===== config.mk =====
export PLATFORM = sky130hd
export DESIGN_NAME = chs_lba_conv
export DESIGN_NICKNAME = d
export VERILOG_FILES = /design/src/rtl/chs_lba_pkg.sv /design/src/rtl/chs_lba_fields.sv /design/src/rtl/chs_lba_mul.sv /design/src/rtl/chs_lba_ctrl.sv /design/src/rtl/chs_lba_conv.sv
export SDC_FILE = /design/constraint.sdc
export NUM_CORES = 1
export LEC_CHECK = 0
export BUFFER_PORTS_ARGS = -buffer_cell sky130_fd_sc_hd__buf_2
export CORE_ASPECT_RATIO = 1.5
export CORE_MARGIN = 2
export CORE_UTILIZATION = 38
export CTS_CLUSTER_DIAMETER = 100
export DETAILED_ROUTE_END_ITERATION = 7
export GPL_ROUTABILITY_DRIVEN = 0
export RECOVER_POWER = 50
export SYNTH_ARGS = -nofsm -noshare
export SYNTH_HDL_FRONTEND = slang
export SYNTH_SLANG_ARGS = --single-unit

===== constraint.sdc =====
create_clock -name clk -period 5.5 [get_ports clk]
set_clock_uncertainty 0.15 [all_clocks]
set_input_delay 1.1 -clock clk [delete_from_list [all_inputs] [get_ports clk]]
set_output_delay 1.1 -clock clk [all_outputs]
set_load 0.01 [all_outputs]

===== src/rtl/chs_lba_pkg.sv =====
// Shared definitions for the taskfile address converter.
// Assumes 8-bit taskfile registers; the mode bit position is fixed by the register layout.
package chs_lba_pkg;

    // Position of the linear/geometric mode select in the device/head register
    localparam int MODE_BIT = 6;

    // Controller sequencing states
    typedef enum logic [1:0] {
        ST_IDLE     = 2'd0,
        ST_CYL_PASS = 2'd1,
        ST_TRK_PASS = 2'd2
    } ctrl_state_e;

endpackage


===== src/rtl/chs_lba_fields.sv =====
// Taskfile field decoder.
// Splits the four taskfile registers into mode, direct linear address,
// cylinder, head and sector, and flags a zero sector number.
// Assumes the head field occupies the low HEAD_W bits of device/head.
module chs_lba_fields #(
    parameter int REG_W  = 8,
    parameter int HEAD_W = 4,
    localparam int LBA_W = 3 * REG_W + HEAD_W,
    localparam int CYL_W = 2 * REG_W
) (
    input  logic [REG_W-1:0]  sector_reg,
    input  logic [REG_W-1:0]  cyl_lo_reg,
    input  logic [REG_W-1:0]  cyl_hi_reg,
    input  logic [REG_W-1:0]  dev_head_reg,
    output logic              lba_mode,
    output logic [LBA_W-1:0]  lba_direct,
    output logic [CYL_W-1:0]  cylinder,
    output logic [HEAD_W-1:0] head,
    output logic [REG_W-1:0]  sector,
    output logic              sector_zero
);
    import chs_lba_pkg::*;

    // Bits of device/head that play no part in addressing
    logic dh_unused_bits;

    // Field extraction from the taskfile registers
    always_comb begin
        lba_mode    = dev_head_reg[MODE_BIT];
        head        = dev_head_reg[HEAD_W-1:0];
        cylinder    = {cyl_hi_reg, cyl_lo_reg};
        sector      = sector_reg;
        lba_direct  = {head, cyl_hi_reg, cyl_lo_reg, sector_reg};
        sector_zero = (sector_reg == '0);
    end

    // Remaining device/head bits, collected so they are visibly left out
    assign dh_unused_bits = ^{dev_head_reg[REG_W-1:MODE_BIT+1],
                              dev_head_reg[MODE_BIT-1:HEAD_W]};

endmodule


===== src/rtl/chs_lba_mul.sv =====
// Radix-2 shift-and-add multiplier.
// A load captures both operands; then one multiplier bit is consumed per
// cycle for B_W cycles, after which fin pulses for one cycle with prod valid.
// Assumes the true product fits in P_W bits (the result wraps otherwise).
module chs_lba_mul #(
    parameter int P_W = 28,
    parameter int B_W = 8,
    localparam int CNT_W = $clog2(B_W + 1)
) (
    input  logic           clk,
    input  logic           rst_n,
    input  logic           load,
    input  logic [P_W-1:0] a_in,
    input  logic [B_W-1:0] b_in,
    output logic [P_W-1:0] prod,
    output logic           fin,
    output logic           active
);

    logic [P_W-1:0]   acc_q;
    logic [P_W-1:0]   mcand_q;
    logic [B_W-1:0]   mplier_q;
    logic [CNT_W-1:0] cnt_q;

    // One shift-add step per cycle while active
    always_ff @(posedge clk) begin
        if (!rst_n) begin
            acc_q    <= '0;
            mcand_q  <= '0;
            mplier_q <= '0;
            cnt_q    <= '0;
            active   <= 1'b0;
            fin      <= 1'b0;
        end else begin
            fin <= 1'b0;
            if (load) begin
                acc_q    <= '0;
                mcand_q  <= a_in;
                mplier_q <= b_in;
                cnt_q    <= CNT_W'(B_W);
                active   <= 1'b1;
            end else if (active) begin
                if (mplier_q[0]) begin
                    acc_q <= acc_q + mcand_q;
                end
                mcand_q  <= mcand_q << 1;
                mplier_q <= mplier_q >> 1;
                cnt_q    <= cnt_q - CNT_W'(1);
                if (cnt_q == CNT_W'(1)) begin
                    active <= 1'b0;
                    fin    <= 1'b1;
                end
            end
        end
    end

    assign prod = acc_q;

    AST_MUL_FIN_PULSE: assert property (@(posedge clk) disable iff (!rst_n)
        fin |=> !fin);
    AST_MUL_CNT_LIVE: assert property (@(posedge clk) disable iff (!rst_n)
        active |-> (cnt_q != '0));
    AST_MUL_NO_RELOAD: assert property (@(posedge clk) disable iff (!rst_n)
        load |-> !active);

endmodule


===== src/rtl/chs_lba_ctrl.sv =====
// Command sequencer for the address converter.
// Accepts start only when idle. Linear and zero-sector commands finish in one
// cycle. Geometric commands run cylinder*heads then (that+head)*spt on the
// shared multiplier, then add sector-1.
// Assumes start is a one-cycle pulse and HPC_W <= REG_W.
module chs_lba_ctrl #(
    parameter int REG_W  = 8,
    parameter int HEAD_W = 4,
    localparam int HPC_W = HEAD_W + 1,
    localparam int LBA_W = 3 * REG_W + HEAD_W,
    localparam int CYL_W = 2 * REG_W
) (
    input  logic              clk,
    input  logic              rst_n,
    input  logic              start,
    input  logic              lba_mode,
    input  logic [LBA_W-1:0]  lba_direct,
    input  logic [CYL_W-1:0]  cylinder,
    input  logic [HEAD_W-1:0] head,
    input  logic [REG_W-1:0]  sector,
    input  logic              sector_zero,
    input  logic [HPC_W-1:0]  geo_heads,
    input  logic [REG_W-1:0]  geo_spt,
    input  logic [LBA_W-1:0]  mul_prod,
    input  logic              mul_fin,
    input  logic              mul_active,
    output logic              mul_load,
    output logic [LBA_W-1:0]  mul_a,
    output logic [REG_W-1:0]  mul_b,
    output logic              busy,
    output logic              done,
    output logic              err,
    output logic [LBA_W-1:0]  lba
);
    import chs_lba_pkg::*;

    ctrl_state_e       state_q;
    logic [HEAD_W-1:0] head_q;
    logic [REG_W-1:0]  sec_q;
    logic [REG_W-1:0]  spt_q;
    logic              idle_start;

    assign idle_start = (state_q == ST_IDLE) && start;
    assign busy       = (state_q != ST_IDLE);

    // Multiplier operand selection: first pass in idle, second after the first finishes
    always_comb begin
        mul_load = (idle_start && !lba_mode && !sector_zero)
                || ((state_q == ST_CYL_PASS) && mul_fin);
        if (state_q == ST_IDLE) begin
            mul_a = LBA_W'(cylinder);
            mul_b = REG_W'(geo_heads);
        end else begin
            mul_a = mul_prod + LBA_W'(head_q);
            mul_b = spt_q;
        end
    end

    // Command sequencing and result registers
    always_ff @(posedge clk) begin
        if (!rst_n) begin
            state_q <= ST_IDLE;
            head_q  <= '0;
            sec_q   <= '0;
            spt_q   <= '0;
            done    <= 1'b0;
            err     <= 1'b0;
            lba     <= '0;
        end else begin
            done <= 1'b0;
            err  <= 1'b0;
            case (state_q)
                ST_IDLE: begin
                    if (start) begin
                        if (lba_mode) begin
                            lba  <= lba_direct;
                            done <= 1'b1;
                        end else if (sector_zero) begin
                            lba  <= '0;
                            done <= 1'b1;
                            err  <= 1'b1;
                        end else begin
                            head_q  <= head;
                            sec_q   <= sector;
                            spt_q   <= geo_spt;
                            state_q <= ST_CYL_PASS;
                        end
                    end
                end
                ST_CYL_PASS: begin
                    if (mul_fin) begin
                        state_q <= ST_TRK_PASS;
                    end
                end
                ST_TRK_PASS: begin
                    if (mul_fin) begin
                        lba     <= mul_prod + LBA_W'(sec_q) - LBA_W'(1);
                        done    <= 1'b1;
                        state_q <= ST_IDLE;
                    end
                end
                default: state_q <= ST_IDLE;
            endcase
        end
    end

    AST_LINEAR_ONE_CYCLE: assert property (@(posedge clk) disable iff (!rst_n)
        (idle_start && lba_mode) |=> (done && !err && (lba == $past(lba_direct))));
    AST_ZERO_SECTOR_ERR: assert property (@(posedge clk) disable iff (!rst_n)
        (idle_start && !lba_mode && sector_zero) |=> (done && err && (lba == '0)));
    AST_ERR_WITH_DONE: assert property (@(posedge clk) disable iff (!rst_n)
        err |-> done);
    AST_NO_DONE_BUSY: assert property (@(posedge clk) disable iff (!rst_n)
        busy |-> !done);
    AST_LBA_HOLD: assert property (@(posedge clk) disable iff (!rst_n)
        !$stable(lba) |-> done);
    AST_GEO_GOES_BUSY: assert property (@(posedge clk) disable iff (!rst_n)
        (idle_start && !lba_mode && !sector_zero) |=> (busy && mul_active));

endmodule


===== src/rtl/chs_lba_conv.sv =====
// Top level of the taskfile address converter.
// Decodes the taskfile registers, sequences the command and shares one
// multiplier between the two geometric passes.
// Assumes the geometry keeps (C*H+head)*S+sector-1 within LBA_W bits.
module chs_lba_conv #(
    parameter int REG_W  = 8,
    parameter int HEAD_W = 4,
    localparam int HPC_W = HEAD_W + 1,
    localparam int LBA_W = 3 * REG_W + HEAD_W,
    localparam int CYL_W = 2 * REG_W
) (
    input  logic             clk,
    input  logic             rst_n,
    input  logic             start,
    input  logic [REG_W-1:0] tf_sector_i,
    input  logic [REG_W-1:0] tf_cyl_lo_i,
    input  logic [REG_W-1:0] tf_cyl_hi_i,
    input  logic [REG_W-1:0] tf_dev_head_i,
    input  logic [HPC_W-1:0] geo_heads_i,
    input  logic [REG_W-1:0] geo_spt_i,
    output logic             busy_o,
    output logic             done_o,
    output logic             err_o,
    output logic [LBA_W-1:0] lba_o
);

    logic              lba_mode;
    logic [LBA_W-1:0]  lba_direct;
    logic [CYL_W-1:0]  cylinder;
    logic [HEAD_W-1:0] head;
    logic [REG_W-1:0]  sector;
    logic              sector_zero;
    logic              mul_load;
    logic [LBA_W-1:0]  mul_a;
    logic [REG_W-1:0]  mul_b;
    logic [LBA_W-1:0]  mul_prod;
    logic              mul_fin;
    logic              mul_active;

    chs_lba_fields #(.REG_W(REG_W), .HEAD_W(HEAD_W)) u_fields (
        .sector_reg   (tf_sector_i),
        .cyl_lo_reg   (tf_cyl_lo_i),
        .cyl_hi_reg   (tf_cyl_hi_i),
        .dev_head_reg (tf_dev_head_i),
        .lba_mode     (lba_mode),
        .lba_direct   (lba_direct),
        .cylinder     (cylinder),
        .head         (head),
        .sector       (sector),
        .sector_zero  (sector_zero)
    );

    chs_lba_ctrl #(.REG_W(REG_W), .HEAD_W(HEAD_W)) u_ctrl (
        .clk         (clk),
        .rst_n       (rst_n),
        .start       (start),
        .lba_mode    (lba_mode),
        .lba_direct  (lba_direct),
        .cylinder    (cylinder),
        .head        (head),
        .sector      (sector),
        .sector_zero (sector_zero),
        .geo_heads   (geo_heads_i),
        .geo_spt     (geo_spt_i),
        .mul_prod    (mul_prod),
        .mul_fin     (mul_fin),
        .mul_active  (mul_active),
        .mul_load    (mul_load),
        .mul_a       (mul_a),
        .mul_b       (mul_b),
        .busy        (busy_o),
        .done        (done_o),
        .err         (err_o),
        .lba         (lba_o)
    );

    chs_lba_mul #(.P_W(LBA_W), .B_W(REG_W)) u_mul (
        .clk    (clk),
        .rst_n  (rst_n),
        .load   (mul_load),
        .a_in   (mul_a),
        .b_in   (mul_b),
        .prod   (mul_prod),
        .fin    (mul_fin),
        .active (mul_active)
    );

endmodule


==> results.yml, run 1 <==
die:
  start_util_pct: 38.8
  core_area_um2: 22500
  die_x_um: 128
  io-pin-count: 79
  rows: 67
  dieHeight_um: 190
  die-area_um2: 24200
critical_path:
  startpoint: "u_ctrl.state_q[1]"
  crit_type: "register to register"
  ff2ff_path_depth: 14
  crit_chain: "nor2_2 > clkbuf_1 > clkinv_1 > nor3b_1 > buf_4 > o21ai_0 > buf_4 > nand2_1 > buf_4 > nor2_1 > buf_4 > and4_1 > a31oi_1 > nand2_1"
  endpoint_kind: "register"
  timing.rr.start: "u_ctrl.state_q[1]"
  start_kind: "register"
  cp_common_cell: "buf_4"
  critPathMaxFanout: 35
  cp.arrival_ns: 4.82
  cp_slowest_stage_delay_ns: 1.20
  crit_slowest_cell: "clkbuf_1"
  crit_required_ns: 5.67
status:
  violations: "capacitance limit, slew limit"
  outcome: "finished, violations left"
synth:
  synth_nets: 1258
  synthArstFlopShare_pct: 0
  avgSynthCellArea_um2: 7.77
  netlist.area_leader.share_pct: 28.0
  synth_edf_count: 0
  synthCells: 1122
  synth_area_leaders: "dfxtp_1, ha_1, a21oi_1"
  yosysWarningCount: 0
  ys_types: 71
  syn_area_um2: 8720
  ys_ff_latch: 122
  ys.flop_type: "dfxtp_1"
  seq_area_frac_synth_pct: 28.0
  yosys.area.top_type: "dfxtp_1"
grt:
  antenna_found_initial: 0
  grt_pass1_wl_um: 42100
  grt_pass1_vias: 8037
  grt_max_degree: 67
  track_usage_pct: 22.2
  grt-ovfl-total: 0
cts:
  cts_tree: "yes"
  ctsRootBufferMaster: "clkbuf_16"
  cts_setup_buffers: 0
  cts_buffer_depth: 2
  htree_levels: 4
  cts_resized: 0
  cts_sinks: 122
  cts_hold_buf: 0
  cts_buffers: 17
  clock_latency_ns: 0.43
  clk_pin_slew_ns: 0.06
placement:
  portBuffers: 75
  placed_cell_area_um2: 9310
  dp.cells: 1426
  detailed_place_hpwl_um: 19400
route:
  drt-initial-drc-count: 578
  firstDrtPassIters: 5
  routedWlPerCell_um: 18.1
  drcViolationCount: 0
  ant_nets: 0
  dr_total_vias: 8275
  post_drt_via_cell_ratio: 5.68
  routed_wirelength_um: 26400
sta:
  tns_ns: 0
  maxSlewViolCount: 103
  relSlewSlack_pct: -111
  tightest_slew_ns: 3.16
  grt_setup_unrepaired: "false"
  hold_viol: 0
  period_share_pct: 84.6
  setup_viol: 0
  fmax_ghz: 0.215
  post-route-min-period_ns: 4.66
  whs_ns: 0.303
layout:
  drive_gt1_share_pct: 9.14
  diodes: 0
  area_growth_pct: 12.9
  final_common_cell: "nand2_1"
  final_cell_mix: "nand2_1, dfxtp_1, a21oi_1"
  stdcell_count: 1458
  design_area_um2: 9850
  fin_nets: 1305
hold_path:
  whs_path_depth: 2
  hold_start: "u_ctrl.spt_q[3]"
  hold_path.class: "register to register"
pwr:
  vdd_drop_max_mv: 0.194
  powerDensity_nw_per_um2: 258
  p_leak_nw: 4.06
flow_run:
  drv_cap: 2
[cells in the mapped netlist, types with 7 or more instances]
cell type / instances
o21ai_0: 68
and3_1: 10
a221oi_1: 14
nand3_1: 31
ha_1: 85
nand4_1: 8
nor2_1: 96
a211oi_1: 38
dfxtp_1: 122
nand2b_1: 12
o21bai_1: 8
inv_1: 71
xor2_1: 13
mux2i_1: 29
clkbuf_1: 55
xnor2_1: 50
nor2b_1: 15
a21o_1: 15
nand2_1: 124
nor3_1: 23
a311oi_1: 17
a31oi_1: 7
a21oi_1: 110
[critical path: cells and delay by family, from the launching register on]
family	cells	cell delay, ns
AO/OA/AOI/OAI	2	0.24
buffers and inverters	6	2.86
AND/OR/NAND/NOR	6	0.90
flip-flops	1	0.37
[path summary, 6_finish.rpt]
path | slack (ns) | end
max | 0.84 | u_mul.prod[12]
min | 0.30 | u_ctrl.spt_q[3]
max reg2reg | 0.84 | u_mul.prod[12]
min reg2reg | 0.30 | u_ctrl.spt_q[3]
[cell type report]
class	instances	area (um^2)
fillers	2300	12600
multi-input cells	866	5750
flip-flops and latches	122	2440
clock buffers	21	450
repair buffers	90	442
well taps	276	345
inverters	72	270
clock inverters	11	146
[where the power goes]
part	total (mW)	internal (mW)	switching, mW	leakage (nW)
registers	0.965	0.929	0.0354	0.995
clock network	1.15	0.723	0.427	0.287
logic	0.430	0.171	0.259	2.78
total	2.54	1.82	0.721	4.06
[cells by family (layout without fill, tap and decap cells)]
group / count (synthesis) / after routing / share of synthesized area [%]
AO/OA/AOI/OAI: 327 / 327 / 24.1
flip-flops: 122 / 122 / 28.0
buffers and inverters: 134 / 194 / 6.05
AND/OR/NAND/NOR: 357 / 357 / 19.0
adder cells (fa/ha/maj): 88 / 88 / 12.9
XOR/XNOR: 63 / 63 / 6.33
multiplexers: 31 / 31 / 3.59
[state kept, by name, summed over array words and instances, names as in the netlist]
name	cells
u_ctrl.done	1
u_mul.cnt_q	4
u_ctrl.err	1
u_ctrl.head_q	4
u_ctrl.lba	28
u_mul.active	1
u_mul.mplier_q	8
u_mul.fin	1
u_mul.prod	28
u_mul.mcand_q	28
u_ctrl.sec_q	8
u_ctrl.spt_q	8
u_ctrl.state_q	2
[layer usage]
metal / global-route usage, % / vias to the layer above / part of all wire, %
met5: 0 / - / 0
met4: 10.7 / 0 / 4.0
met3: 3.01 / 57 / 4.2
met2: 40.1 / 239 / 51
met1: 25.4 / 3893 / 41
li1: - / 4086 / -
[metrics by stage]
stage | setup slack (ns) | utilization, % | power, mW
5_1_grt | 0.428 | 43.8 | 2.65
6_report | 0.845 | 43.8 | 2.54
2_1_floorplan | 1.97 | - | 1.28
3_5_place_dp | 1.20 | 41.4 | 1.41
3_3_place_gp | 1.24 | 41.4 | 1.41
4_1_cts | 1.15 | 44.1 | 2.56
(Power assumes the default switching activity.)
==> inputs of run 2 (changes only) <==
==> constraint.sdc (replaced) <==
create_clock -name clk -period 4.7 [get_ports clk]
set_clock_uncertainty 0.15 [all_clocks]
set_input_delay 0.94 -clock clk [delete_from_list [all_inputs] [get_ports clk]]
set_output_delay 0.94 -clock clk [all_outputs]
set_load 0.01 [all_outputs]
==> results.yml, run 2 (synthesis gave the netlist of run 1 again) <==
status:
  outcome: "finished, violations left"
  violations: "capacitance limit, slew limit"
layout:
  final_common_cell: "nand2_1"
  fin_nets: 1308
  final_cell_mix: "nand2_1, dfxtp_1, a21oi_1"
  final_util_pct: 43.9
  drive_gt1_share_pct: 9.11
  stdcell_count: 1461
  diodes: 0
  area_growth_pct: 13.1
  design_area_um2: 9860
die:
  die-area_um2: 24200
  dieHeight_um: 190
  start_util_pct: 38.8
  io-pin-count: 79
  die_x_um: 128
  core_area_um2: 22500
  rows: 67
pwr:
  clkPwrFrac_pct: 45.6
  power.total_mw: 3.01
  vdd_drop_max_mv: 0.221
  swShare_pct: 29.3
  combPwrFrac_pct: 16.9
  switchingPower_uw: 883
  p_int_mw: 2.13
  share_seq_of_total_power_pct: 37.5
  p_leak_nw: 4.06
  powerDensity_nw_per_um2: 305
grt:
  grt_pass1_vias: 8158
  track_usage_pct: 22.6
  grt_pass1_wl_um: 42700
  grt_max_degree: 67
  grt-ovfl-total: 0
  antenna_found_initial: 0
route:
  routed_wirelength_um: 26600
  firstDrtPassIters: 5
  routedWlPerCell_um: 18.2
  drcViolationCount: 0
  post_drt_via_cell_ratio: 5.65
  dr_total_vias: 8256
  ant_nets: 0
  drt-initial-drc-count: 470
sta:
  period_share_pct: 85.9
  relSlewSlack_pct: -19.8
  fmax_ghz: 0.248
  fin_ws_ns: 0.661
  tightest_slew_ns: 1.80
  grt_setup_unrepaired: "false"
  tns_ns: 0
  hold_viol: 0
  whs_ns: 0.306
  maxSlewViolCount: 62
  post-route-min-period_ns: 4.04
  setup_viol: 0
hold_path:
  hold_end: "u_ctrl.spt_q[1]"
  hold_start: "u_ctrl.spt_q[1]"
  hold_path.class: "register to register"
  whs_path_depth: 2
cts:
  ctsRootBufferMaster: "clkbuf_16"
  htree_levels: 4
  cts_buffer_depth: 2
  cts_buffers: 17
  cts_hold_buf: 0
  cts_resized: 0
  cts_tree: "yes"
  clk_pin_slew_ns: 0.06
  cts_setup_buffers: 0
  cts_sinks: 122
  clock_latency_ns: 0.44
flow_run:
  drv_cap: 2
critical_path:
  worstReg2RegEnd: "u_ctrl.lba[21]"
  crit_required_ns: 4.87
  r2r_slack_ns: 0.66
  timing.rr.start: "u_mul.prod[1]"
  cp.arrival_ns: 4.21
  start_kind: "register"
  ff2ff_path_depth: 16
  critPathMaxFanout: 5
  crit_type: "register to register"
  endpoint_kind: "register"
placement:
  pre_cts_ws_ns: 0.733
  portBuffers: 75
  detailed_place_hpwl_um: 19700
  dp.cells: 1429
  placed_cell_area_um2: 9330
[run 2: metal layers]
metal | GRT usage [%] | vias to the layer above | wire length, um
li1 | - | 4099 | -
met1 | 25.5 | 3907 | 11000
met2 | 40.8 | 195 | 13600
met3 | 3.74 | 55 | 982
met4 | 11.1 | 0 | 1070
met5 | 0 | - | 0
[run 2: power by group through the flow]
| stage | Clock, mW | Sequential, mW | Combinational, mW |
|---|---|---|---|
| after CTS | 1.39 | 1.13 | 0.514 |
| after global placement | 0 | 1.15 | 0.506 |
| after global routing | 1.43 | 1.13 | 0.563 |
| after detailed placement | 0 | 1.15 | 0.511 |
| after floorplan | 0 | 1.14 | 0.357 |
| final | 1.37 | 1.13 | 0.508 |
[run 2: worst max path at each step]
stage	start	slack, ns	to
floorplan	u_mul.prod[1]	1.17	u_ctrl.lba[27]
global placement	u_mul.prod[1]	0.77	u_ctrl.lba[21]
detailed placement	u_mul.prod[1]	0.73	u_ctrl.lba[21]
CTS	u_mul.prod[1]	0.71	u_ctrl.lba[21]
global route	u_mul.prod[1]	0.47	u_ctrl.lba[27]
finish	u_mul.prod[1]	0.66	u_ctrl.lba[21]
[run 2: worst max-delay path, stage by stage (launching register included)]
cell and delay [ns]:
dfxtp_1 0.45, inv_1 0.14, ha_1 0.31, inv_1 0.06, ha_1 0.16, inv_1 0.06, fa_1 0.37, and2b_1 0.25
nor3_1 0.05, o21ai_0 0.19, buf_4 0.17, a211oi_1 0.10, o41a_1 0.46, o21ai_1 0.40, xor2_1 0.12, a221oi_1 0.37
nor2_1 0.10
[run 2: layout make-up]
type	instances	area (um^2)
Timing Repair Buffer	93	450
Multi-Input combinational cell	866	5750
Clock inverter	13	170
Sequential cell	122	2440
Clock buffer	19	433
Inverter	72	270
Fill cell	2315	12600
Tap cell	276	345
==> inputs of run 3 (changes only) <==
--- a/config.mk
+++ b/config.mk
@@ -6,12 +6,16 @@
 export NUM_CORES = 1
 export LEC_CHECK = 0
 export BUFFER_PORTS_ARGS = -buffer_cell sky130_fd_sc_hd__buf_2
+export CELL_PAD_IN_SITES_DETAIL_PLACEMENT = 0
+export CELL_PAD_IN_SITES_GLOBAL_PLACEMENT = 2
 export CORE_ASPECT_RATIO = 1.5
 export CORE_MARGIN = 2
-export CORE_UTILIZATION = 38
+export CORE_UTILIZATION = 36
 export CTS_CLUSTER_DIAMETER = 100
+export CTS_CLUSTER_SIZE = 14
 export DETAILED_ROUTE_END_ITERATION = 7
 export GPL_ROUTABILITY_DRIVEN = 0
+export PLACE_DENSITY_LB_ADDON = 0.1
 export RECOVER_POWER = 50
 export SYNTH_ARGS = -nofsm -noshare
 export SYNTH_HDL_FRONTEND = slang
==> results.yml, run 3 (synthesis gave the netlist of run 1 again) <==
status:
  outcome: "finished, violations left"
  violations: "capacitance limit, slew limit"
route:
  dr_total_vias: 8042
  firstDrtPassIters: 5
  routed_wirelength_um: 28600
  routedWlPerCell_um: 19.0
  ant_nets: 0
  post_drt_via_cell_ratio: 5.35
  drt-initial-drc-count: 361
  drcViolationCount: 0
cts:
  cts_sinks: 122
  htree_levels: 4
  clock_latency_ns: 0.43
  cts_tree: "yes"
  cts_buffer_depth: 2
  cts_buffers: 17
  cts_resized: 0
  cts_setup_buffers: 0
  ctsRootBufferMaster: "clkbuf_16"
  cts_hold_buf: 0
  clk_pin_slew_ns: 0.06
critical_path:
  crit_type: "register to register"
  cp_common_cell: "inv_1"
  critPathMaxFanout: 5
  crit_required_ns: 4.87
  cp.arrival_ns: 4.08
  crit_slowest_cell: "dfxtp_1"
  crit_chain: "inv_1 > ha_1 > inv_1 > ha_1 > inv_1 > fa_1 > and2b_1 > nor3_1 > o21ai_0 > buf_4 > a211oi_1 > o41a_1 > o21ai_1 > a211oi_1 > xor2_1 > a311oi_1"
  endpoint_kind: "register"
  start_kind: "register"
  cp_slowest_stage_delay_ns: 0.45
placement:
  dp.cells: 1471
  detailed_place_hpwl_um: 21400
  pre_cts_ws_ns: 0.852
  portBuffers: 75
die:
  die-area_um2: 25500
  start_util_pct: 36.7
  rows: 69
  io-pin-count: 79
  core_area_um2: 23700
  dieHeight_um: 195
  die_x_um: 131
sta:
  post-route-min-period_ns: 3.91
  maxSlewViolCount: 67
  setup_viol: 0
  hold_viol: 0
  tightest_slew_ns: 1.58
  tns_ns: 0
  fmax_ghz: 0.256
  period_share_pct: 83.2
  grt_setup_unrepaired: "false"
  whs_ns: 0.305
  relSlewSlack_pct: -5.22
  fin_ws_ns: 0.790
layout:
  final_cell_mix: "nand2_1, dfxtp_1, a21oi_1"
  multi_input_area_um2: 5750
  drive_gt1_share_pct: 9.47
  area_growth_pct: 13.8
  seqCellArea_um2: 2440
  fin_nets: 1307
  diodes: 0
  final_common_cell: "nand2_1"
  stdcell_count: 1502
  fillers: 2551
pwr:
  vdd_drop_max_mv: 0.254
  p_leak_nw: 4.07
  switchingPower_uw: 877
  swShare_pct: 29.2
  p_int_mw: 2.12
  power.total_mw: 3.00
  clkPwrFrac_pct: 45.3
  share_seq_of_total_power_pct: 37.7
  combPwrFrac_pct: 17.0
  powerDensity_nw_per_um2: 302
hold_path:
  hold_path.class: "register to register"
grt:
  grt_pass1_wl_um: 44900
  antenna_found_initial: 0
  grt_max_degree: 67
  track_usage_pct: 23.0
  grt-ovfl-total: 0
  grt_pass1_vias: 7996
flow_run:
  drv_cap: 1
==> run 3: stage by stage <==
step                util (%)  cell area (um^2)
floorplan                  -              8720
global placement        39.5              9380
detailed placement      39.5              9380
CTS                     42.0              9970
global route            41.8              9920
finish                  41.8              9920
==> run 3: layout make-up <==
| class | instances | share of cell area [%] |
|---|---|---|
| multi-input combinational | 866 | 58.0 |
| sequential | 122 | 24.6 |
| timing repair buffer | 92 | 4.60 |
| clock buffer | 17 | 4.29 |
| tap | 319 | 4.02 |
| inverter | 72 | 2.72 |
| clock inverter | 14 | 1.74 |
==> run 3: worst max-delay path: cells and delay by family, from the launching register on <==
| kind | cells | cell delay [ns] |
|---|---|---|
| adder cells (fa/ha/maj) | 3 | 0.82 |
| AO/OA/AOI/OAI | 6 | 1.48 |
| flip-flops | 1 | 0.45 |
| XOR/XNOR | 1 | 0.18 |
| buffers and inverters | 4 | 0.41 |
| AND/OR/NAND/NOR | 2 | 0.29 |
==> run 3: metal layers <==
layer	wire, um	up-vias	GRT usage [%]
met5	0	-	0
met4	730	0	8.12
met3	809	36	3.50
met2	14300	140	39.9
met1	12800	3763	28.4
li1	-	4103	-
==> run 3: final timing paths <==
kind                                       end           start  depth (start not counted)  slack, ns
worst min register to register  u_ctrl.lba[24]  u_ctrl.lba[24]                          2       0.30
worst min-delay path            u_ctrl.lba[24]  u_ctrl.lba[24]                          2       0.30
worst max-delay path            u_ctrl.lba[25]   u_mul.prod[1]                         16       0.79
worst max register to register  u_ctrl.lba[25]   u_mul.prod[1]                         16       0.79
==> run 3: power groups by stage <==
stage,logic (mW),clock network [mW],registers (mW)
2_1_floorplan,0.357,0,1.14
3_3_place_gp,0.519,0,1.15
3_5_place_dp,0.518,0,1.15
4_1_cts,0.520,1.40,1.13
5_1_grt,0.569,1.44,1.14
6_report,0.510,1.36,1.13
